## config.mk

```make
export PLATFORM = sky130hd
export DESIGN_NAME = regfile_mp
export DESIGN_NICKNAME = d
export VERILOG_FILES = /design/src/rtl/regfile_mp_pkg.sv /design/src/rtl/rf_bank.sv /design/src/rtl/rf_slot_seq.sv /design/src/rtl/regfile_mp.sv
export SDC_FILE = /design/constraint.sdc
export NUM_CORES = 1
export LEC_CHECK = 0
export BUFFER_PORTS_ARGS = -buffer_cell sky130_fd_sc_hd__clkbuf_2
export CAP_MARGIN = 0
export CORE_MARGIN = 2
export CORE_UTILIZATION = 55
export DETAILED_ROUTE_END_ITERATION = 8
export PLACE_DENSITY_LB_ADDON = 0.15
export SETUP_SLACK_MARGIN = 0.3
export SYNTH_ARGS = -nofsm -noshare
export SYNTH_HDL_FRONTEND = slang
export SYNTH_HIERARCHICAL = 1
export SYNTH_SLANG_ARGS = --single-unit
```

## constraint.sdc

```tcl
create_clock -name clk -period 4.64 [get_ports clk]
set_clock_uncertainty 0.1 [all_clocks]
set_input_delay 0.464 -clock clk [delete_from_list [all_inputs] [get_ports clk]]
set_output_delay 0.464 -clock clk [all_outputs]
set_load 0.1 [all_outputs]
```

## src/rtl/regfile_mp_pkg.sv

```systemverilog
package regfile_mp_pkg;

    // How the five read ports are obtained from single-write banks
    typedef enum logic {
        RF_REPLICATED = 1'b0,
        RF_TIMEMUX    = 1'b1
    } rf_mode_e;

    // Access-slot sequencer states (time-multiplexed mode)
    typedef enum logic {
        SEQ_READ  = 1'b0,
        SEQ_WRITE = 1'b1
    } seq_state_e;

endpackage

```

## src/rtl/rf_bank.sv

```systemverilog
module rf_bank #(
    parameter int DW    = 16,
    parameter int DEPTH = 16,
    localparam int AW   = $clog2(DEPTH)
) (
    input  logic          clk,
    input  logic          we,
    input  logic [AW-1:0] waddr,
    input  logic [DW-1:0] wdata,
    input  logic [AW-1:0] raddr,
    output logic [DW-1:0] rdata
);

    logic [DW-1:0] mem [DEPTH];

    always_ff @(posedge clk) begin
        if (we) begin
            mem[waddr] <= wdata;
        end
    end

    assign rdata = mem[raddr];

endmodule

```

## src/rtl/rf_slot_seq.sv

```systemverilog
module rf_slot_seq import regfile_mp_pkg::*; #(
    parameter int NUM_RD = 5,
    localparam int IW    = (NUM_RD > 1) ? $clog2(NUM_RD) : 1
) (
    input  logic          clk,
    input  logic          rst,
    output logic          rd_slot,
    output logic          wr_slot,
    output logic [IW-1:0] rd_sel,
    output logic          cycle_start
);

    localparam logic [IW-1:0] LAST = IW'(NUM_RD - 1);

    seq_state_e    state_q, state_d;
    logic [IW-1:0] idx_q, idx_d;

    always_ff @(posedge clk) begin
        if (rst) begin
            state_q <= SEQ_READ;
            idx_q   <= '0;
        end else begin
            state_q <= state_d;
            idx_q   <= idx_d;
        end
    end

    always_comb begin
        state_d = state_q;
        idx_d   = idx_q;
        unique case (state_q)
            SEQ_READ: begin
                if (idx_q == LAST) begin
                    state_d = SEQ_WRITE;
                    idx_d   = '0;
                end else begin
                    idx_d = idx_q + 1'b1;
                end
            end
            SEQ_WRITE: begin
                state_d = SEQ_READ;
                idx_d   = '0;
            end
            default: ;
        endcase
    end

    always_comb begin
        rd_slot     = 1'b0;
        wr_slot     = 1'b0;
        cycle_start = 1'b0;
        unique case (state_q)
            SEQ_READ: begin
                rd_slot     = 1'b1;
                cycle_start = (idx_q == '0);
            end
            SEQ_WRITE: wr_slot = 1'b1;
            default: ;
        endcase
    end

    assign rd_sel = idx_q;


    seq_last_chk: assert property (@(posedge clk) disable iff (rst)
        (state_q == SEQ_READ && idx_q == LAST) |=> (state_q == SEQ_WRITE));


    seq_wrap_chk: assert property (@(posedge clk) disable iff (rst)
        (state_q == SEQ_WRITE) |=> (state_q == SEQ_READ && idx_q == '0));

endmodule

```

## src/rtl/regfile_mp.sv

```systemverilog
module regfile_mp import regfile_mp_pkg::*; #(
    parameter int       DW     = 16,
    parameter int       DEPTH  = 16,
    parameter int       NUM_RD = 5,
    parameter rf_mode_e MODE   = RF_TIMEMUX,
    parameter bit       FWD    = 1'b0,
    localparam int      AW     = $clog2(DEPTH)
) (
    input  logic                 clk,
    input  logic                 rst,
    input  logic                 wr_en,
    input  logic [AW-1:0]        wr_addr,
    input  logic [DW-1:0]        wr_data,
    input  logic [NUM_RD*AW-1:0] rd_addr,
    output logic [NUM_RD*DW-1:0] rd_data,
    output logic                 cycle_start
);

    localparam int SW = (NUM_RD > 1) ? $clog2(NUM_RD) : 1;

    if (MODE == RF_TIMEMUX) begin : g_tm
        logic          rd_slot, wr_slot;
        logic [SW-1:0] rd_sel;
        logic [AW-1:0] bank_addr;
        logic [DW-1:0] bank_q;

        rf_slot_seq #(.NUM_RD(NUM_RD)) u_seq (
            .clk         (clk),
            .rst         (rst),
            .rd_slot     (rd_slot),
            .wr_slot     (wr_slot),
            .rd_sel      (rd_sel),
            .cycle_start (cycle_start)
        );

        // one address per slot: the bank never reads and writes together
        assign bank_addr = wr_slot ? wr_addr : rd_addr[rd_sel*AW +: AW];

        rf_bank #(.DW(DW), .DEPTH(DEPTH)) u_bank (
            .clk   (clk),
            .we    (wr_slot & wr_en),
            .waddr (bank_addr),
            .wdata (wr_data),
            .raddr (bank_addr),
            .rdata (bank_q)
        );

        for (genvar k = 0; k < NUM_RD; k++) begin : g_port
            logic [DW-1:0] stage_r, hold_r;

            always_ff @(posedge clk) begin
                if (rd_slot && rd_sel == SW'(k)) begin
                    stage_r <= bank_q;
                end
            end

            always_ff @(posedge clk) begin
                if (rst) begin
                    hold_r <= '0;
                end else if (wr_slot) begin
                    hold_r <= stage_r;
                end
            end

            assign rd_data[k*DW +: DW] = hold_r;
        end


        rd_hold_chk: assert property (@(posedge clk) disable iff (rst)
            !wr_slot |=> $stable(rd_data));


        start_pulse_chk: assert property (@(posedge clk) disable iff (rst)
            cycle_start |=> !cycle_start);

    end else begin : g_rep
        for (genvar k = 0; k < NUM_RD; k++) begin : g_port
            logic [AW-1:0] ra;
            logic [DW-1:0] bank_q, hold_r;

            assign ra = rd_addr[k*AW +: AW];

            rf_bank #(.DW(DW), .DEPTH(DEPTH)) u_bank (
                .clk   (clk),
                .we    (wr_en),
                .waddr (wr_addr),
                .wdata (wr_data),
                .raddr (ra),
                .rdata (bank_q)
            );

            always_ff @(posedge clk) begin
                if (rst) begin
                    hold_r <= '0;
                end else if (FWD && wr_en && wr_addr == ra) begin
                    hold_r <= wr_data;
                end else begin
                    hold_r <= bank_q;
                end
            end

            assign rd_data[k*DW +: DW] = hold_r;

            if (FWD) begin : g_fwd_chk

                fwd_bypass_chk: assert property (@(posedge clk) disable iff (rst)
                    (wr_en && wr_addr == rd_addr[k*AW +: AW])
                    |=> (rd_data[k*DW +: DW] == $past(wr_data)));
            end
        end

        assign cycle_start = 1'b1;
    end

endmodule

```

==> impl_metrics.tcl <==
set metrics [dict create \
    ant_nets 0 \
    post_dp_cell_area_um2 16600 \
    synthCells 805 \
    cts_buffer_depth 3 \
    drive_gt1_frac 0.288 \
    die-area_um2 29300 \
    overflow 0 \
    clock_sinks 420 \
    ir_worst_vdd_mv 0.285 \
    cts_made_buffers 43 \
    finalCritPeriodShare 0.822 \
    setup_slack_ps 825 \
    stdcell_count 1378 \
    crit_cells 7 \
    hold_depth 1 \
    crit_end "g_tm.g_port[0].stage_r[7]" \
    path_clk_slew_ps 60 \
    fmax_mhz 262 \
    drv_cap 0 \
    layout_common_cells "edfxtp_1 (336), clkbuf_2 (123), nor2_1 (94)" \
    final_util 0.647 \
    reg2reg_depth 7 \
    ys_ff_latch 420 \
    netlist.area_leader.share 0.657 \
    synthTopCellsByArea "edfxtp_1 (66%), dfxtp_1 (11%), mux4_2 (7.9%)" \
    final.setup.tns_ps 0 \
    p_per_area_nw_per_um2 469 \
    power_mw 8.37 \
    cts_setup_buffers 0 \
    wl_per_cell_um 23.2 \
    dr.pass1.iters 6 \
    hpwl_mm 19.7 \
    clkPwrFrac 0.381 \
    routed_wl_mm 32.0 \
    avgViaCountPerCell 5.72 \
    cts_tree "yes" \
    cp.arrival_ps 3930 \
    die_w_um 171 \
    synth_cell_types 33 \
    tightest_slew_ps 978 \
    switchingPower_mw 1.90 \
    cpLargestDelayFamily "multiplexers" \
    p_int_mw 6.47 \
    dpl_worst_slack_ps 811 \
    start_kind "register" \
    nets 1014 \
    cts_resized 0 \
    synthesis.area_um2 15400 \
    core-area_um2 27600 \
    hp-start "wr_data[8]" \
    r2r_end "g_tm.g_port[0].stage_r[7]" \
    ys.warnings.count 6 \
    holdWs_ps 239 \
    r2r_setup_slack_ps 830 \
    dp_cells 1302 \
    path_buf_inv 1 \
    yosys.area.top_type "edfxtp_1" \
    grt_start_max_net_pins 72 \
    grt_first_pass_wirelength_mm 47.8 \
    worstHoldPathType "input pin to register" \
    port_buffers 123 \
    clk_latency_ps 530 \
    design_area_um2 17900 \
    initial_core_util 0.556 \
    p_seq_frac 0.517 \
    gp_congestion 0.797 \
    syn2layout_area_growth_pct 16.3 \
    rows 61 \
    report.final.slew_viol_count 0 \
    timing.rr.start "g_tm.u_seq/rd_sel[1]" \
    outcome "finished, final reports clean" \
    fillers 1879 \
    period_needed_ps 3810 \
    dr_total_vias 7879 \
    boundaryPins 124 \
    total_leakage_power_nw 6.10 \
    slowest_delay_ps 740 \
    crit_type "register to register" \
    dieHeight_um 171 \
    layout_commonest_cell "edfxtp_1" \
    end_kind "register" \
    crit_fanout 35 \
    synth.avg_cell_area_um2 19.1 \
    first_global_vias 7927 \
    power_frac_comb 0.102 \
    crit_slowest_cell "dfxtp_1" \
    grt_usage 0.223 \
    setup_viol 0 \
    h-tree-depth 2 \
    crit_chain "mux2_2 -> a222oi_1 -> nand2_4 -> buf_4 -> mux4_1 -> a22oi_1 -> nand2_1" \
    regArea_um2 11800 \
    crit_start "g_tm.u_seq/rd_sel[1]" \
    antenna_found_initial 1 \
    cts-root-buf "clkbuf_16" \
    critPathRequiredTime_ps 4760 \
    slew_headroom 0.348 \
    synth_nets 850 \
    multi_input_area_um2 3380 \
    hold_buffers 0 \
    diodes 0 \
    rsz0062_at_grt "false" \
    drc 0 \
    drt-initial-drc-count 673 \
    swShare 0.227 \
    hold_viol_final 0 \
    ys_seq_area_frac 0.766 \
]
worst reg2reg max path, delay by kind of cell (launching register included):
family          cells  cell delay, ps
compound gates      2             720
buf+inv             1             400
flops               1             740
mux                 2             880
simple gates        2             670
cell type report:
class	count	share of cell area
tap	378	0.0265
clock buffer	61	0.0668
inverter	4	0.000841
sequential	420	0.659
clock inverter	15	0.00658
timing repair buffer	160	0.0507
multi-input combinational	340	0.189
worst min path at each step:
| stage | end |
|---|---|
| global route | g_tm.u_bank/mem[13][14] |
| global placement | g_tm.g_port[2].hold_r[6] |
| CTS | g_tm.u_bank/mem[5][14] |
| floorplan | g_tm.g_port[4].hold_r[15] |
| finish | g_tm.u_bank/mem[1][8] |
| detailed placement | g_tm.g_port[1].hold_r[6] |
power by group through the flow:
stage	Clock [mW]	Combinational [mW]	Sequential (mW)
after floorplan	0	0.555	4.43
after detailed placement	0	0.855	4.41
after global routing	3.39	0.919	4.34
final	3.19	0.852	4.33
after global placement	0	0.831	4.41
after CTS	3.25	0.856	4.33
state kept, by name (all words and copies together) (netlist names):
signal,count
g_tm.g_port.hold_r,80
g_tm.g_port.stage_r,80
g_tm.u_bank/mem,256
g_tm.u_seq/state_q,1
g_tm.u_seq/rd_sel,3
synthesized netlist by cell type (all sizes together):
| cell type | instances |
|---|---|
| mux2 | 8 |
| clkbuf | 17 |
| mux4 | 64 |
| and3b | 1 |
| buf | 24 |
| nor4b | 1 |
| inv | 4 |
| a22oi | 32 |
| and3 | 1 |
| mux2i | 80 |
| a211oi | 1 |
| nand2b | 3 |
| nor2b | 3 |
| a2111oi | 2 |
| nor2 | 94 |
| ha | 2 |
| or3b | 2 |
| a222oi | 4 |
| nor3 | 6 |
| nand3b | 2 |
| nand3 | 1 |
| and2 | 2 |
| nor4bb | 1 |
| dfxtp | 84 |
| nor3b | 3 |
| edfxtp | 336 |
| nand2 | 27 |
cells by family after synthesis:
group | count (synthesis) | synth area share
flops | 420 | 0.766
mux | 152 | 0.154
simple gates | 147 | 0.0413
buf+inv | 45 | 0.0162
compound gates | 39 | 0.0202
fa+ha+maj | 2 | 0.00163
per-layer routing:
layer / routed length (µm) / global-route usage / part of all wire / vias to the layer above
li1: - / - / - / 3501
met1: 13300 / 0.302 / 0.42 / 4023
met2: 16000 / 0.375 / 0.50 / 297
met3: 2000 / 0.0396 / 0.062 / 56
met4: 681 / 0.0663 / 0.021 / 2
met5: 19 / 0 / 0.00059 / -
Power figures use the tool's default switching activity.
